$ cat src/rtl/lcd_tc_pkg.sv
package lcd_tc_pkg;

    localparam int FW = 16;
    localparam int AW = 4;
    localparam int DW = 32;

    localparam logic [AW-1:0] A_CLK    = 4'd0;
    localparam logic [AW-1:0] A_SYNCW  = 4'd1;
    localparam logic [AW-1:0] A_VPORCH = 4'd2;
    localparam logic [AW-1:0] A_HPORCH = 4'd3;
    localparam logic [AW-1:0] A_ACTIVE = 4'd4;
    localparam logic [AW-1:0] A_OUTCFG = 4'd5;
    localparam logic [AW-1:0] A_ON     = 4'd6;
    localparam logic [AW-1:0] A_OFF    = 4'd7;
    localparam logic [AW-1:0] A_STAT   = 4'd8;

    typedef struct packed {
        logic [FW-1:0] hsw_m1;
        logic [FW-1:0] vsw_m1;
        logic [FW-1:0] vfp_m1;
        logic [FW-1:0] vbp;
        logic [FW-1:0] hfp_m1;
        logic [FW-1:0] hbp_m1;
        logic [FW-1:0] hact_m1;
        logic [FW-1:0] vact_m1;
        logic          hs_inv;
        logic          vs_inv;
        logic [3:0]    fmt;
    } tcfg_t;

    typedef struct packed {
        logic disp;
        logic sync;
        logic pclk;
    } stat_t;

    function automatic logic [FW+1:0] ext(input logic [FW-1:0] x);
        return {2'b00, x};
    endfunction

endpackage

$ cat src/rtl/lcd_tc_regs.sv
module lcd_tc_regs
    import lcd_tc_pkg::*;
#(
    parameter int DIVW = 8
) (
    input  logic            clk,
    input  logic            rst,
    input  logic            we,
    input  logic [AW-1:0]   addr,
    input  logic [DW-1:0]   wdata,
    input  stat_t           stat,
    output logic [DW-1:0]   rdata,
    output tcfg_t           cfg,
    output logic            bypass,
    output logic [DIVW-1:0] div,
    output logic [2:0]      cmd_on,
    output logic [2:0]      cmd_off
);

    always_ff @(posedge clk) begin
        if (rst) begin
            cfg    <= '0;
            bypass <= 1'b0;
            div    <= '0;
        end else if (we) begin
            case (addr)
                A_CLK: begin
                    bypass <= wdata[0];
                    div    <= wdata[8 +: DIVW];
                end
                A_SYNCW: begin
                    cfg.hsw_m1 <= wdata[FW-1:0];
                    cfg.vsw_m1 <= wdata[DW-1:FW];
                end
                A_VPORCH: begin
                    cfg.vfp_m1 <= wdata[FW-1:0];
                    cfg.vbp    <= wdata[DW-1:FW];
                end
                A_HPORCH: begin
                    cfg.hfp_m1 <= wdata[FW-1:0];
                    cfg.hbp_m1 <= wdata[DW-1:FW];
                end
                A_ACTIVE: begin
                    cfg.hact_m1 <= wdata[FW-1:0];
                    cfg.vact_m1 <= wdata[DW-1:FW];
                end
                A_OUTCFG: begin
                    cfg.hs_inv <= wdata[0];
                    cfg.vs_inv <= wdata[1];
                    cfg.fmt    <= wdata[11:8];
                end
                default: ;
            endcase
        end
    end

    always_comb begin
        rdata = '0;
        case (addr)
            A_CLK: begin
                rdata[0]         = bypass;
                rdata[8 +: DIVW] = div;
            end
            A_SYNCW:  rdata = {cfg.vsw_m1, cfg.hsw_m1};
            A_VPORCH: rdata = {cfg.vbp, cfg.vfp_m1};
            A_HPORCH: rdata = {cfg.hbp_m1, cfg.hfp_m1};
            A_ACTIVE: rdata = {cfg.vact_m1, cfg.hact_m1};
            A_OUTCFG: begin
                rdata[0]    = cfg.hs_inv;
                rdata[1]    = cfg.vs_inv;
                rdata[11:8] = cfg.fmt;
            end
            A_STAT:   rdata[2:0] = {stat.disp, stat.sync, stat.pclk};
            default:  rdata = '0;
        endcase
    end

    assign cmd_on  = (we && addr == A_ON)  ? wdata[2:0] : 3'b000;
    assign cmd_off = (we && addr == A_OFF) ? wdata[2:0] : 3'b000;

endmodule

$ cat src/rtl/lcd_tc_clkdiv.sv
module lcd_tc_clkdiv #(
    parameter int DIVW = 8
) (
    input  logic            clk,
    input  logic            rst,
    input  logic            en,
    input  logic            bypass,
    input  logic [DIVW-1:0] div,
    output logic            ce
);

    localparam int CW = DIVW + 1;

    logic [CW-1:0] cnt;
    logic          at_end;

    assign at_end = (cnt == CW'(div) + CW'(1));
    assign ce     = en && (bypass || at_end);

    always_ff @(posedge clk) begin
        if (rst || !en)
            cnt <= '0;
        else if (at_end)
            cnt <= '0;
        else
            cnt <= cnt + CW'(1);
    end

endmodule

$ cat src/rtl/lcd_tc_seq.sv
module lcd_tc_seq
    import lcd_tc_pkg::*;
#(
    parameter int SETTLE = 4
) (
    input  logic       clk,
    input  logic       rst,
    input  logic [2:0] cmd_on,
    input  logic [2:0] cmd_off,
    input  logic       frame_end,
    output stat_t      st,
    output logic       sync_start
);

    localparam int SW = $clog2(SETTLE + 1);

    logic          pclk_tgt;
    logic          disp_tgt;
    logic          stop_req;
    logic          stop_ok;
    logic [SW-1:0] cnt;

    assign sync_start = cmd_on[1] && !st.sync && st.pclk && pclk_tgt;
    assign stop_ok    = cmd_off[1] && st.sync && !st.disp && !disp_tgt;

    always_ff @(posedge clk) begin
        if (rst) begin
            st       <= '0;
            pclk_tgt <= 1'b0;
            disp_tgt <= 1'b0;
            stop_req <= 1'b0;
            cnt      <= '0;
        end else begin
            if (cmd_on[0])
                pclk_tgt <= 1'b1;
            else if (cmd_off[0] && !st.sync)
                pclk_tgt <= 1'b0;

            if (st.pclk != pclk_tgt) begin
                if (cnt == SW'(SETTLE - 1)) begin
                    st.pclk <= pclk_tgt;
                    cnt     <= '0;
                end else begin
                    cnt <= cnt + SW'(1);
                end
            end else begin
                cnt <= '0;
            end

            if (sync_start)
                st.sync <= 1'b1;
            if (frame_end && stop_req) begin
                st.sync  <= 1'b0;
                stop_req <= 1'b0;
            end else if (stop_ok) begin
                stop_req <= 1'b1;
            end

            if (cmd_on[2] && st.sync && !stop_req)
                disp_tgt <= 1'b1;
            else if (cmd_off[2])
                disp_tgt <= 1'b0;
            if (frame_end)
                st.disp <= disp_tgt;
        end
    end

endmodule

$ cat src/rtl/lcd_tc_scan.sv
module lcd_tc_scan
    import lcd_tc_pkg::*;
(
    input  logic          clk,
    input  logic          rst,
    input  logic          ce,
    input  logic          run,
    input  logic          start,
    input  logic          disp,
    input  tcfg_t         live,
    output logic          hsync,
    output logic          vsync,
    output logic          de,
    output logic [FW-1:0] px_x,
    output logic [FW-1:0] px_y,
    output logic [3:0]    fmt,
    output logic          frame_end
);

    localparam int TW = FW + 2;

    tcfg_t         sh;
    logic [TW-1:0] h, v;
    logic [TW-1:0] hsw, hbeg, hend, htot;
    logic [TW-1:0] vsw, vbeg, vend, vtot;
    logic          h_last, v_last, in_h, in_v;

    always_comb begin
        hsw  = ext(sh.hsw_m1) + TW'(1);
        hbeg = hsw + ext(sh.hbp_m1) + TW'(1);
        hend = hbeg + ext(sh.hact_m1) + TW'(1);
        htot = hend + ext(sh.hfp_m1) + TW'(1);
        vsw  = ext(sh.vsw_m1) + TW'(1);
        vbeg = vsw + ext(sh.vbp);
        vend = vbeg + ext(sh.vact_m1) + TW'(1);
        vtot = vend + ext(sh.vfp_m1) + TW'(1);
    end

    assign h_last    = (h == htot - TW'(1));
    assign v_last    = (v == vtot - TW'(1));
    assign frame_end = run && ce && h_last && v_last;

    always_ff @(posedge clk) begin
        if (rst)
            sh <= '0;
        else if (!run || frame_end)
            sh <= live;
    end

    always_ff @(posedge clk) begin
        if (rst || start) begin
            h <= '0;
            v <= '0;
        end else if (run && ce) begin
            if (h_last) begin
                h <= '0;
                v <= v_last ? '0 : v + TW'(1);
            end else begin
                h <= h + TW'(1);
            end
        end
    end

    assign in_h  = (h >= hbeg) && (h < hend);
    assign in_v  = (v >= vbeg) && (v < vend);
    assign de    = run && disp && in_h && in_v;
    assign hsync = (run && (h < hsw)) ^ sh.hs_inv;
    assign vsync = (run && (v < vsw)) ^ sh.vs_inv;
    assign px_x  = de ? FW'(h - hbeg) : '0;
    assign px_y  = de ? FW'(v - vbeg) : '0;
    assign fmt   = sh.fmt;

endmodule

$ cat src/rtl/lcd_timing_ctrl.sv
module lcd_timing_ctrl
    import lcd_tc_pkg::*;
#(
    parameter int DIVW   = 8,
    parameter int SETTLE = 4
) (
    input  logic          clk,
    input  logic          rst,
    input  logic          reg_we,
    input  logic [3:0]    reg_addr,
    input  logic [31:0]   reg_wdata,
    output logic [31:0]   reg_rdata,
    output logic          hsync_o,
    output logic          vsync_o,
    output logic          de_o,
    output logic [15:0]   px_x_o,
    output logic [15:0]   px_y_o,
    output logic          pix_ce_o,
    output logic [3:0]    fmt_o
);

    tcfg_t           cfg;
    stat_t           st;
    logic            bypass;
    logic [DIVW-1:0] div;
    logic [2:0]      cmd_on, cmd_off;
    logic            frame_end, sync_start;

    lcd_tc_regs #(.DIVW(DIVW)) u_regs (
        .clk(clk), .rst(rst), .we(reg_we), .addr(reg_addr), .wdata(reg_wdata),
        .stat(st), .rdata(reg_rdata), .cfg(cfg), .bypass(bypass), .div(div),
        .cmd_on(cmd_on), .cmd_off(cmd_off)
    );

    lcd_tc_clkdiv #(.DIVW(DIVW)) u_div (
        .clk(clk), .rst(rst), .en(st.pclk), .bypass(bypass), .div(div), .ce(pix_ce_o)
    );

    lcd_tc_seq #(.SETTLE(SETTLE)) u_seq (
        .clk(clk), .rst(rst), .cmd_on(cmd_on), .cmd_off(cmd_off),
        .frame_end(frame_end), .st(st), .sync_start(sync_start)
    );

    lcd_tc_scan u_scan (
        .clk(clk), .rst(rst), .ce(pix_ce_o), .run(st.sync), .start(sync_start),
        .disp(st.disp), .live(cfg), .hsync(hsync_o), .vsync(vsync_o), .de(de_o),
        .px_x(px_x_o), .px_y(px_y_o), .fmt(fmt_o), .frame_end(frame_end)
    );

endmodule

$ cat config.mk
export PLATFORM = sky130hd
export DESIGN_NAME = lcd_timing_ctrl
export DESIGN_NICKNAME = d
export VERILOG_FILES = /design/src/rtl/lcd_tc_pkg.sv /design/src/rtl/lcd_tc_regs.sv /design/src/rtl/lcd_tc_clkdiv.sv /design/src/rtl/lcd_tc_seq.sv /design/src/rtl/lcd_tc_scan.sv /design/src/rtl/lcd_timing_ctrl.sv
export SDC_FILE = /design/constraint.sdc
export NUM_CORES = 1
export LEC_CHECK = 0
export BUFFER_PORTS_ARGS = -buffer_cell sky130_fd_sc_hd__buf_2
export CAP_MARGIN = 40
export CORE_ASPECT_RATIO = 1.5
export CORE_MARGIN = 2
export CORE_UTILIZATION = 55
export DETAILED_ROUTE_END_ITERATION = 10
export PLACE_DENSITY = 0.77
export SETUP_SLACK_MARGIN = 0.2
export SYNTH_ARGS = -nofsm -noshare
export SYNTH_HDL_FRONTEND = slang
export SYNTH_HIERARCHICAL = 1
export SYNTH_SLANG_ARGS = --single-unit
$ cat constraint.sdc
create_clock -name clk -period 9 [get_ports clk]
set_input_delay 0.45 -clock clk [delete_from_list [all_inputs] [get_ports clk]]
set_output_delay 0.45 -clock clk [all_outputs]
set_load 0.05 [all_outputs]
==> summary.txt <==
Final non-filler cell total = 4,080
Post-synthesis instance area = 26,900 um^2
WL met2 = 39,200 um
Pint = 2370 uW
Core area = 48,400 um^2
CTS H-tree depth = 1
Via/cell ratio = 6.52
MaxCap Viol Count = 0
Post-DP HPWL = 62,100 um
Clock power share = 44.6%
Gate power share = 8.7%
Vias in the first global route = 23.7k
Crit. End Element = primary output
Final min period = 8150 ps
Sw power = 832 uW
Unique masters post-synth = 104
DR iter-0 viols = 2,688
Crit-path max cell delay = 440 ps
R2r setup slk = 880 ps
Ranking of synthesized cells by area = dfxtp_1 (25%), ha_1 (9.7%), a21oi_1 (7.4%)
Max VDD drop = 153 uV
EDFF count, synth = 0
First-pass GRT wire length = 132,000 um
Slew Limit Fails = 0
Routed length on met3 = 6630 um
Crit Reg-Reg Startpoint = u_scan/sh[118]
Post-DRT Antenna Nets = 0
CP startpoint = u_scan/sh[118]
Cell Pwr Density = 112 nW/um^2
Setup crit start kind = register
Largest net degree at the start of global routing = 278
Final wirelength = 85,600 um
Post-layout util = 58.8%
CP arrival = 7700 ps
Post-synth top cells = a21oi_1 (396), dfxtp_1 (331), nor2_1 (265)
Worst setup endpoint = px_x_o[8]
Synth top area share = 24.6%
Via Count = 26.6k
Synth warn = 6
Reg2Reg Depth = 31
Pwr Total = 3200 uW
Grt ovf = 0
Post-Place Cells = 4,023
Fin Setup TNS = 0 ps
Min Hold Slack = 130 ps
Final net count = 3,655
Final Cycle Share = 90.5%
Slowest CP cell = dfxtp_1
Sequential share of the synthesized area = 24.6%
Clock root buffer = clkbuf_16
GRT Overall Usage = 32.6%
Setup CP Type = register to primary output
Worst Skew = 32.3 ps
Clk_lat worst skew = 610 ps
Async SR Flop Fraction = 0%
Die X = 185 um
Cells after Synth = 3,492
Reg-to-reg endpoint = u_seq/st[2]
Wire per inst = 21.0 um
I/O pin count = 111
Row cnt = 99
DRC Markers = 0
Most frequent cell after synthesis = a21oi_1
Sw Share = 26.0%
Critical Path Fanout Max = 33
Worst Max-Slew Pin Slew = 1060 ps
Pleak = 0.0106 uW
Area leader, netlist = dfxtp_1
CTS sink cnt = 331
CTS Buffer Depth = 3
Hold depth = 3
Initial antenna violation count = 2
Top_reg_cell synth = dfxtp_1
Synthesized net count = 3,747
Pre-antenna DRT Iters = 8
Setup-failing EPs final = 0
Metal-1 WL = 34,700 um
Seq cells post-synth = 331
GPL Wtd Cong = 0.964
Outcome = complete, no violations
Die area = 50,700 um^2
Mean Syn Cell Area = 7.70 um^2
WP data required = 8550 ps
Seq pwr share = 46.7%
Synth-to-Final Area Change = 5.98%
CTS tree = yes
Max Clk Rate = 123 MHz
Relative slew slack = 29.1%
DR top layer = met4
Worst-path clk slew = 70 ps
Hold Path Class = input port to register
CTS Hold Bufs = 0
Initial Utilization = 55.5%
Most used cell, CP = ha_1
RSZ-0062 raised after global routing = false
Cts bufs inserted = 31
Die H = 275 um
Share of layout cells above drive strength 1 = 7.68%
Final hold violations = 0
PortBufs = 110
how the worst min path moves through the flow:
| stage | from | to |
|---|---|---|
| 6_report | reg_wdata[29] | u_regs/cfg[115] |
| 5_1_grt | reg_wdata[29] | u_regs/cfg[115] |
| 4_1_cts | reg_wdata[29] | u_regs/cfg[115] |
| 3_5_place_dp | u_seq/cnt[0] | u_seq/cnt[0] |
| 3_3_place_gp | u_seq/cnt[0] | u_seq/cnt[0] |
| 2_1_floorplan | u_seq/cnt[0] | u_seq/cnt[0] |
power by group through the flow:
stage | Combinational, uW | Sequential, uW | Clock, uW
after detailed placement | 270 | 1530 | 0
final | 280 | 1500 | 1430
after CTS | 271 | 1490 | 1440
after floorplan | 205 | 1520 | 0
after global placement | 263 | 1530 | 0
after global routing | 296 | 1490 | 1490
cells in the final DEF (no fill, tap or decap), drive strengths merged, types with 43 or more instances in the layout:
cell type / n
nor3b: 144
o21ai: 255
inv: 170
nand3: 198
nand4b: 140
xor2: 75
o21a: 43
nor2: 270
a22oi: 46
ha: 208
nand2: 228
buf: 149
a21oi: 399
dfxtp: 331
nor3: 46
xnor2: 121
o311ai: 138
stage by stage:
| step | setup WS [ps] | instance area [um^2] |
|---|---|---|
| 2_1_floorplan | 1810 | 26900 |
| 3_3_place_gp | 846 | 27200 |
| 3_5_place_dp | 776 | 27400 |
| 4_1_cts | 749 | 28500 |
| 5_1_grt | 204 | 28500 |
| 6_report | 851 | 28500 |
metal layers:
metal	up-vias	GRT usage, %
li1	12600	-
met1	12500	41.6
met2	1186	53.4
met3	270	4.53
met4	0	17.1
met5	-	0
registers in the layout (all words and copies together), names as in the netlist:
name / cells
u_seq/disp_tgt: 1
u_scan/v: 18
u_seq/pclk_tgt: 1
u_regs/bypass: 1
u_seq/cnt: 3
u_scan/fmt: 4
u_regs/cfg: 134
u_div/cnt: 9
u_seq/st: 3
u_seq/stop_req: 1
u_scan/sh: 130
u_regs/div: 8
u_scan/h: 18
repair_timing:
action                     4_1_cts  5_1_grt
resized for setup                0        1
buffers inserted                 0        0
setup endpoints to repair        0        3
final cells by class:
type | count | area [um^2]
fill | 4494 | 19900
multi-input combinational | 2718 | 18300
sequential | 331 | 6630
timing repair buffer | 149 | 1030
clock buffer | 40 | 860
tap | 656 | 821
inverter | 169 | 634
clock inverter | 16 | 224
antenna | 1 | 2.50
logic make-up after synthesis:
family | synth area share (%)
buffers and inverters | 7.47
AOI/OAI and AO/OA | 24.2
and+or+nand+nor | 25.8
muxes | 0.847
DFF | 24.6
xor gates and xnor gates | 6.75
adders and majority gates | 10.3
worst max-delay path, delay by kind of cell, from the launching register on:
kind	cells	cell delay [ps]
buffers and inverters	2	580
adder cells (fa/ha/maj)	4	1230
flip-flops	1	440
XOR/XNOR	3	590
AND/OR/NAND/NOR	5	970
AO/OA/AOI/OAI	13	3280
No activity file was read; power rests on OpenSTA's default activity.
